===== config.mk =====
export PLATFORM = sky130hd
export DESIGN_NAME = dmac_chain_engine
export DESIGN_NICKNAME = d
export VERILOG_FILES = /design/src/rtl/dmac_pkg.sv /design/src/rtl/dmac_desc_ram.sv /design/src/rtl/dmac_regs.sv /design/src/rtl/dmac_walker.sv /design/src/rtl/dmac_chain_engine.sv
export SDC_FILE = /design/constraint.sdc
export NUM_CORES = 2
export LEC_CHECK = 0
export ABC_CLOCK_PERIOD_IN_PS = 3000
export BUFFER_PORTS_ARGS = -buffer_cell sky130_fd_sc_hd__buf_4
export CORE_MARGIN = 1
export CORE_UTILIZATION = 35
export CTS_BUF_LIST = sky130_fd_sc_hd__clkbuf_16
export DETAILED_ROUTE_END_ITERATION = 16
export GPL_TIMING_DRIVEN = 0
export PLACE_DENSITY = 0.59
export RECOVER_POWER = 100
export SYNTH_ARGS = -nofsm -noshare
export SYNTH_HDL_FRONTEND = slang
export SYNTH_SLANG_ARGS = --single-unit

===== constraint.sdc =====
create_clock -name clk -period 3 [get_ports clk]
set_input_delay 0.3 -clock clk [delete_from_list [all_inputs] [get_ports clk]]
set_output_delay 0.3 -clock clk [all_outputs]
set_load 0.05 [all_outputs]

===== src/rtl/dmac_pkg.sv =====
`timescale 1ns/1ps
package dmac_pkg;
  localparam int unsigned LEN_W = 11;
  localparam logic [31:0] TD_MAGIC = 32'hFFFF_FFFC;
  localparam int unsigned B_SOP = 31;
  localparam int unsigned B_EOP = 30;
  localparam int unsigned B_OWN = 29;
  localparam int unsigned B_EOQ = 28;
  localparam int unsigned B_TDC = 27;
  localparam int unsigned B_CRC = 26;

  typedef struct packed {
    logic [31:0]      nxt;
    logic [31:0]      bufa;
    logic [LEN_W-1:0] blen;
    logic [31:0]      mode;
  } desc_t;

  typedef enum logic [1:0] {W_IDLE, W_FETCH, W_MOVE, W_CLOSE} walk_st_e;

  typedef enum logic [2:0] {
    RG_EN = 3'd0, RG_HEAD = 3'd1, RG_CP = 3'd2, RG_TDOWN = 3'd3, RG_STAT = 3'd4
  } reg_sel_e;

  // slot number of a descriptor byte address
  function automatic logic [31:0] slot_of(input logic [31:0] a, input logic [31:0] base);
    return (a - base) >> 4;
  endfunction

  // mode word written back when a descriptor is closed
  function automatic logic [31:0] close_mode(input logic [31:0] m,
                                             input logic [LEN_W-1:0] moved,
                                             input logic last, input logic td);
    logic [31:0] r;
    r = m;
    r[B_OWN] = 1'b0;
    r[LEN_W-1:0] = moved;
    if (last) r[B_EOQ] = 1'b1;
    if (td)   r[B_TDC] = 1'b1;
    return r;
  endfunction
endpackage


===== src/rtl/dmac_desc_ram.sv =====
`timescale 1ns/1ps
module dmac_desc_ram
  import dmac_pkg::*;
#(
  parameter int unsigned SLOTS = 8,
  localparam int unsigned WORDS = SLOTS * 4,
  localparam int unsigned AW = $clog2(WORDS),
  localparam int unsigned IW = $clog2(SLOTS)
) (
  input  logic          clk,
  input  logic          rst_n,
  input  logic          sw_we,
  input  logic [AW-1:0] sw_addr,
  input  logic [31:0]   sw_wdata,
  output logic [31:0]   sw_rdata,
  input  logic [IW-1:0] eng_idx,
  output desc_t         eng_desc,
  input  logic          eng_we,
  input  logic [31:0]   eng_mode
);
  logic [31:0] mem [WORDS];
  logic [31:0] len_word;

  always_ff @(posedge clk or negedge rst_n) begin
    if (!rst_n) begin
      for (int w = 0; w < WORDS; w++) mem[w] <= '0;
    end else begin
      if (sw_we) mem[sw_addr] <= sw_wdata;
      // engine write-back has priority on a same-word collision
      if (eng_we) mem[{eng_idx, 2'd3}] <= eng_mode;
    end
  end

  assign sw_rdata      = mem[sw_addr];
  assign len_word      = mem[{eng_idx, 2'd2}];
  assign eng_desc.nxt  = mem[{eng_idx, 2'd0}];
  assign eng_desc.bufa = mem[{eng_idx, 2'd1}];
  assign eng_desc.blen = len_word[LEN_W-1:0];
  assign eng_desc.mode = mem[{eng_idx, 2'd3}];
endmodule


===== src/rtl/dmac_regs.sv =====
`timescale 1ns/1ps
module dmac_regs
  import dmac_pkg::*;
(
  input  logic        clk,
  input  logic        rst_n,
  input  logic        wr,
  input  logic [2:0]  sel,
  input  logic [31:0] wdata,
  output logic [31:0] rdata,
  input  logic        w_busy,
  input  logic        start_ack,
  input  logic        td_fire,
  input  logic        close_ev,
  input  logic [31:0] close_addr,
  input  logic        err_ev,
  output logic        en,
  output logic [31:0] head,
  output logic        start_pend,
  output logic        td_req,
  output logic        td_pend,
  output logic [31:0] cp,
  output logic        host_err
);
  logic wr_en, wr_head, wr_cp, wr_tdown, head_take;

  assign wr_en     = wr && (sel == RG_EN);
  assign wr_head   = wr && (sel == RG_HEAD);
  assign wr_cp     = wr && (sel == RG_CP);
  assign wr_tdown  = wr && (sel == RG_TDOWN);
  assign head_take = wr_head && !w_busy && !td_pend;

  always_ff @(posedge clk or negedge rst_n) begin
    if (!rst_n) begin
      en         <= 1'b0;
      head       <= '0;
      start_pend <= 1'b0;
      td_req     <= 1'b0;
      td_pend    <= 1'b0;
      cp         <= '0;
      host_err   <= 1'b0;
    end else begin
      if (wr_en) en <= wdata[0];
      if (start_ack) start_pend <= 1'b0;
      if (head_take) begin
        head       <= wdata;
        start_pend <= (wdata != '0);
        if (wdata != '0) host_err <= 1'b0;
      end
      if (err_ev) host_err <= 1'b1;
      if (wr_tdown && !td_pend) td_req <= 1'b1;
      if (wr_cp) begin
        cp <= wdata;
        if (wdata == TD_MAGIC) td_pend <= 1'b0;
      end
      if (close_ev && !td_fire) cp <= close_addr;
      if (td_fire) begin
        cp         <= TD_MAGIC;
        td_pend    <= 1'b1;
        td_req     <= 1'b0;
        start_pend <= 1'b0;
      end
    end
  end

  always_comb begin
    case (sel)
      RG_EN:   rdata = {31'd0, en};
      RG_HEAD: rdata = head;
      RG_CP:   rdata = cp;
      RG_STAT: rdata = {29'd0, td_pend, w_busy, host_err};
      default: rdata = '0;
    endcase
  end
endmodule


===== src/rtl/dmac_walker.sv =====
`timescale 1ns/1ps
module dmac_walker
  import dmac_pkg::*;
#(
  parameter int unsigned SLOTS = 8,
  parameter logic [31:0] DESC_BASE = 32'h0000_1000,
  localparam int unsigned IW = $clog2(SLOTS)
) (
  input  logic          clk,
  input  logic          rst_n,
  input  logic          en,
  input  logic [31:0]   head,
  input  logic          start_pend,
  input  logic          td_req,
  input  desc_t         desc,
  output logic [IW-1:0] idx,
  output logic          mode_we,
  output logic [31:0]   mode_wd,
  output logic          st_valid,
  input  logic          st_ready,
  output logic [31:0]   st_addr,
  output logic          st_first,
  output logic          st_last,
  output logic          busy,
  output logic          start_ack,
  output logic          td_fire,
  output logic          close_ev,
  output logic [31:0]   close_addr,
  output logic          err_ev
);
  walk_st_e         state;
  logic [31:0]      cur;
  logic [31:0]      bufa;
  logic [LEN_W-1:0] len;
  logic [LEN_W-1:0] cnt;
  logic             chain_end;
  logic             beat;

  assign idx        = IW'(slot_of(cur, DESC_BASE));
  assign busy       = (state != W_IDLE);
  assign chain_end  = (desc.nxt == '0);
  assign start_ack  = en && (state == W_IDLE) && !td_req && start_pend;
  assign td_fire    = en && td_req && ((state == W_IDLE) || (state == W_CLOSE));
  assign close_ev   = en && (state == W_CLOSE);
  assign close_addr = cur;
  assign err_ev     = en && (state == W_FETCH) && !desc.mode[B_OWN];
  assign mode_we    = close_ev;
  assign mode_wd    = close_mode(desc.mode, cnt, chain_end || td_req, td_req);
  assign st_valid   = en && (state == W_MOVE);
  assign st_addr    = bufa + 32'(cnt);
  assign st_first   = (cnt == '0);
  assign st_last    = (cnt == len - 1'b1);
  assign beat       = st_valid && st_ready;

  always_ff @(posedge clk or negedge rst_n) begin
    if (!rst_n) begin
      state <= W_IDLE;
      cur   <= '0;
      bufa  <= '0;
      len   <= '0;
      cnt   <= '0;
    end else if (en) begin
      case (state)
        W_IDLE: if (start_ack) begin
          cur   <= head;
          state <= W_FETCH;
        end
        W_FETCH: if (!desc.mode[B_OWN]) begin
          state <= W_IDLE;
        end else begin
          bufa  <= desc.bufa;
          len   <= desc.blen;
          cnt   <= '0;
          state <= (desc.blen == '0) ? W_CLOSE : W_MOVE;
        end
        W_MOVE: if (beat) begin
          cnt <= cnt + 1'b1;
          if (st_last) state <= W_CLOSE;
        end
        W_CLOSE: if (td_req || chain_end) begin
          state <= W_IDLE;
        end else begin
          cur   <= desc.nxt;
          state <= W_FETCH;
        end
        default: state <= W_IDLE;
      endcase
    end
  end
endmodule


===== src/rtl/dmac_chain_engine.sv =====
`timescale 1ns/1ps
module dmac_chain_engine
  import dmac_pkg::*;
#(
  parameter int unsigned SLOTS = 8,
  parameter logic [31:0] DESC_BASE = 32'h0000_1000,
  localparam int unsigned RAM_AW = $clog2(SLOTS * 4),
  localparam int unsigned CFG_AW = RAM_AW + 1,
  localparam int unsigned IW = $clog2(SLOTS)
) (
  input  logic              clk,
  input  logic              rst_n,
  input  logic              cfg_we,
  input  logic [CFG_AW-1:0] cfg_addr,
  input  logic [31:0]       cfg_wdata,
  output logic [31:0]       cfg_rdata,
  output logic              st_valid,
  input  logic              st_ready,
  output logic [31:0]       st_addr,
  output logic              st_first,
  output logic              st_last,
  output logic              done_pulse,
  output logic              host_err
);
  logic          reg_space;
  logic [31:0]   ram_rdata, reg_rdata;
  logic [IW-1:0] idx;
  desc_t         desc;
  logic          mode_we;
  logic [31:0]   mode_wd;
  logic          en_q, start_pend, td_req, td_pend;
  logic [31:0]   head, cp, close_addr;
  logic          busy, start_ack, td_fire, close_ev, err_ev;

  assign reg_space  = cfg_addr[CFG_AW-1];
  assign cfg_rdata  = reg_space ? reg_rdata : ram_rdata;
  assign done_pulse = close_ev;

  dmac_desc_ram #(.SLOTS(SLOTS)) u_ram (
    .clk(clk), .rst_n(rst_n),
    .sw_we(cfg_we && !reg_space), .sw_addr(cfg_addr[RAM_AW-1:0]),
    .sw_wdata(cfg_wdata), .sw_rdata(ram_rdata),
    .eng_idx(idx), .eng_desc(desc), .eng_we(mode_we), .eng_mode(mode_wd)
  );

  dmac_regs u_regs (
    .clk(clk), .rst_n(rst_n),
    .wr(cfg_we && reg_space), .sel(cfg_addr[2:0]), .wdata(cfg_wdata), .rdata(reg_rdata),
    .w_busy(busy), .start_ack(start_ack), .td_fire(td_fire),
    .close_ev(close_ev), .close_addr(close_addr), .err_ev(err_ev),
    .en(en_q), .head(head), .start_pend(start_pend), .td_req(td_req),
    .td_pend(td_pend), .cp(cp), .host_err(host_err)
  );

  dmac_walker #(.SLOTS(SLOTS), .DESC_BASE(DESC_BASE)) u_walk (
    .clk(clk), .rst_n(rst_n),
    .en(en_q), .head(head), .start_pend(start_pend), .td_req(td_req),
    .desc(desc), .idx(idx), .mode_we(mode_we), .mode_wd(mode_wd),
    .st_valid(st_valid), .st_ready(st_ready), .st_addr(st_addr),
    .st_first(st_first), .st_last(st_last), .busy(busy),
    .start_ack(start_ack), .td_fire(td_fire), .close_ev(close_ev),
    .close_addr(close_addr), .err_ev(err_ev)
  );
endmodule


==> flow_summary.yaml <==
run_status:
  run_status: "finished with violations"
  failed_checks: "capacitance limit, slew limit, setup timing"
timing:
  hold_viol: 0
  fin_ws_ps: -916
  finalClockSkew_ps: 38.7
  worst_pin_slew_ps: 1820
  finalCritPeriodShare_pct: 131
  whs_ps: 76.6
  fin_tns_setup_ps: -365560
  max_clock_freq_ghz: 0.255
  slew_headroom_pct: -21.5
  fin_crit_ps: 3920
  rsz0062_at_grt: "yes"
  setup_viol: 960
  drv_slew: 382
pwr:
  p_sw_mw: 20.0
  clockPowerShare_pct: 30.1
  comb_power_share_pct: 31.9
  vdd_drop_max_mv: 0.649
  p_per_area_nw_per_um2: 733
  power_leakage_nw: 32.0
  internal_power_mw: 35.4
  finalPower_mw: 55.4
  swShare_pct: 36.2
  seq_power_share_pct: 38.0
setup_path:
  critPathLaunch: "cfg_addr[1]"
  critPathMaxFanout: 10
  slowest_stage: "nor3b_1"
  critPathLaunchType: "input pin"
  cpPeakStageDelay_ps: 1340
  required_ps: 3700
  worstSetupPathType: "in -> reg"
  crit_chain: "clkbuf_1 -> buf_8 -> buf_6 -> nor3b_1 -> nand2_1 -> buf_1 -> mux2_2"
  cp-end-kind: "flip-flop"
  worstPathArrival_ps: 4620
  reg2reg_from: "u_walk.close_addr[4]"
floorplan:
  dieArea_um2: 181000
  design.core.area_um2: 177000
  io_pins: 111
  die_w_um: 425
  rows: 154
  die_h_um: 425
  start_util_pct: 35.4
synth:
  ys_types: 65
  synth_fa_ha_area_share_pct: 0.392
  synthesis.area_um2: 62600
  synth_cells: 4834
  yosysSeqAreaShare_pct: 47.2
  ys_seq_elements: 1181
  synth_xor_area_share_pct: 0.574
  synth_ff_type: "dfrtp_1"
  ys_top_cells_by_count: "1181 x dfrtp_1, 880 x mux2_2, 452 x mux4_2"
  synth_compound_area_share_pct: 7.74
  yosysMostFrequentCell: "dfrtp_1"
  synth_top_family_by_area: "multiplexers"
  ys_warn_count: 0
  avgSynthCellArea_um2: 12.9
  muxShareOfSynthArea_pct: 35.3
  yosys.area.top_type_share_pct: 47.2
  yosys.area_share.simple_pct: 5.39
  yosysTopAreaCell: "dfrtp_1"
  synth_enable_flop_cells: 0
  yosys-top-cells-area: "dfrtp_1 47%, mux4_2 16%, mux2_2 16%"
  synthesis.nets: 4895
  ys_async_sr_fraction_pct: 100
global_route:
  antenna_found_initial: 48
  grtUsageTotal_pct: 36.0
  grt_max_degree: 169
  grt_pass1_wl_um: 438000
  first_global_vias: 50033
  grt-ovfl-total: 0
routing:
  via_count: 53142
  antenna_left: 0
  drt_pass1_iterations: 12
  vias_per_cell: 6.93
  wl_per_cell_um: 43.1
  wl_um: 330000
  drtIter0Drc: 10042
  drc: 0
clocking:
  clk_latency_ps: 850
  clock_sinks: 1181
  cts_buffers: 133
  clkTransAtPathRegs_ps: 60
  cts_tree: "built"
  cts_max_path_buffers: 3
  cts_max_level: 4
  cts_root_buffer: "clkbuf_16"
placed_design:
  place_ws_ps: -3120
  io_buffer_count: 74
  place.gp.congestion: 1.06
  dp_hpwl_um: 218000
layout:
  drive_above_1_share_pct: 41.6
  layout-area-overhead-vs-synth_pct: 20.6
  finalNetCount: 5241
min_path:
  min_path_type: "in -> reg"
  hp-start: "cfg_we"
flow_run:
  drv_cap: 36
-- final timing paths --
| path | to | slack [ps] | cells after the start |
|---|---|---|---|
| max in group asynchronous | async pin | -200 | 5 |
| hold / removal | u_regs.en | 80 | 5 |
| setup reg to reg | u_walk.close_addr[16] | -520 | 13 |
| hold reg to reg | u_walk.close_addr[24] | 470 | 2 |
| min in group asynchronous | u_ram.mem[4] | 520 | 2 |
| setup / recovery | flip-flop | -920 | 7 |
-- stage by stage --
stage                     utilization, %  instances  area (µm²)
final                               42.7       7663       75500
after global routing                42.7       7640       75400
after CTS                           42.2       7587       74700
after detailed placement            37.8       7274       66900
after global placement              37.4       7248       66200
after floorplan                        -       4834       62700
-- power by group through the flow --
stage          sequential [mW]  combinational [mW]  clock, mW
3_3_place_gp              20.9                13.8          0
3_5_place_dp              21.0                14.0          0
2_1_floorplan             19.9                9.15          0
5_1_grt                   21.2                18.1       17.1
4_1_cts                   20.8                16.5       16.5
6_report                  21.0                17.7       16.6
-- kinds of logic after synthesis --
group,Yosys count
xor+xnor,41
mux,1533
buf+inv,530
flops,1181
simple gates,745
fa+ha+maj,19
compound gates,785
-- layout by cell type (no fill, tap or decap), types with 32 or more instances in the layout --
cell	n
clkbuf_2	69
clkbuf_16	148
nor2_1	80
inv_1	46
o21ai_2	37
nor2b_1	87
mux4_2	452
buf_4	132
a21oi_1	122
dfrtp_1	1167
a211oi_1	77
nand3_1	51
buf_12	39
buf_6	58
diode_2	35
clkbuf_8	33
clkbuf_1	251
a22oi_1	147
buf_8	32
mux2i_1	141
o21ai_1	32
mux2_2	880
o21ai_0	259
clkinv_1	38
mux2i_4	46
nand2_1	373
-- worst max-delay path, delay by kind of cell --
| kind | cells | cell delay (ps) |
|---|---|---|
| buffers and inverters | 4 | 1830 |
| muxes | 1 | 520 |
| and+or+nand+nor | 2 | 1950 |
-- cell type report --
class / count / area, µm²
clock inverters: 102 / 727
inverters: 22 / 91.3
plain buffers: 499 / 3490
multi-input cells: 3123 / 32700
clock buffers: 141 / 3530
repair buffers: 220 / 2410
well taps: 2340 / 2930
flip-flops and latches: 1181 / 29600
diodes: 35 / 87.6
fillers: 16263 / 101000
-- per-layer routing --
layer  GRT usage (%)  vias to the layer above  wire length (µm)
met5            3.15                        -              1010
met4            28.6                       38             32500
met3            20.7                     1684             54300
met2            48.7                     5496            133000
met1            40.8                    27003            110000
li1                -                    18921                 -
-- timing repair --
item | in CTS | in global routing
hold buffers | 2 | 0
gates resized for setup | 770 | 174
pin swaps | 75 | 66
setup endpoints to repair | 878 | 217
cloned | 9 | 1
endpoints found under the hold margin | 476 | 0
buffers inserted | 65 | 46
Note: power is estimated with default switching activity, not from simulation.
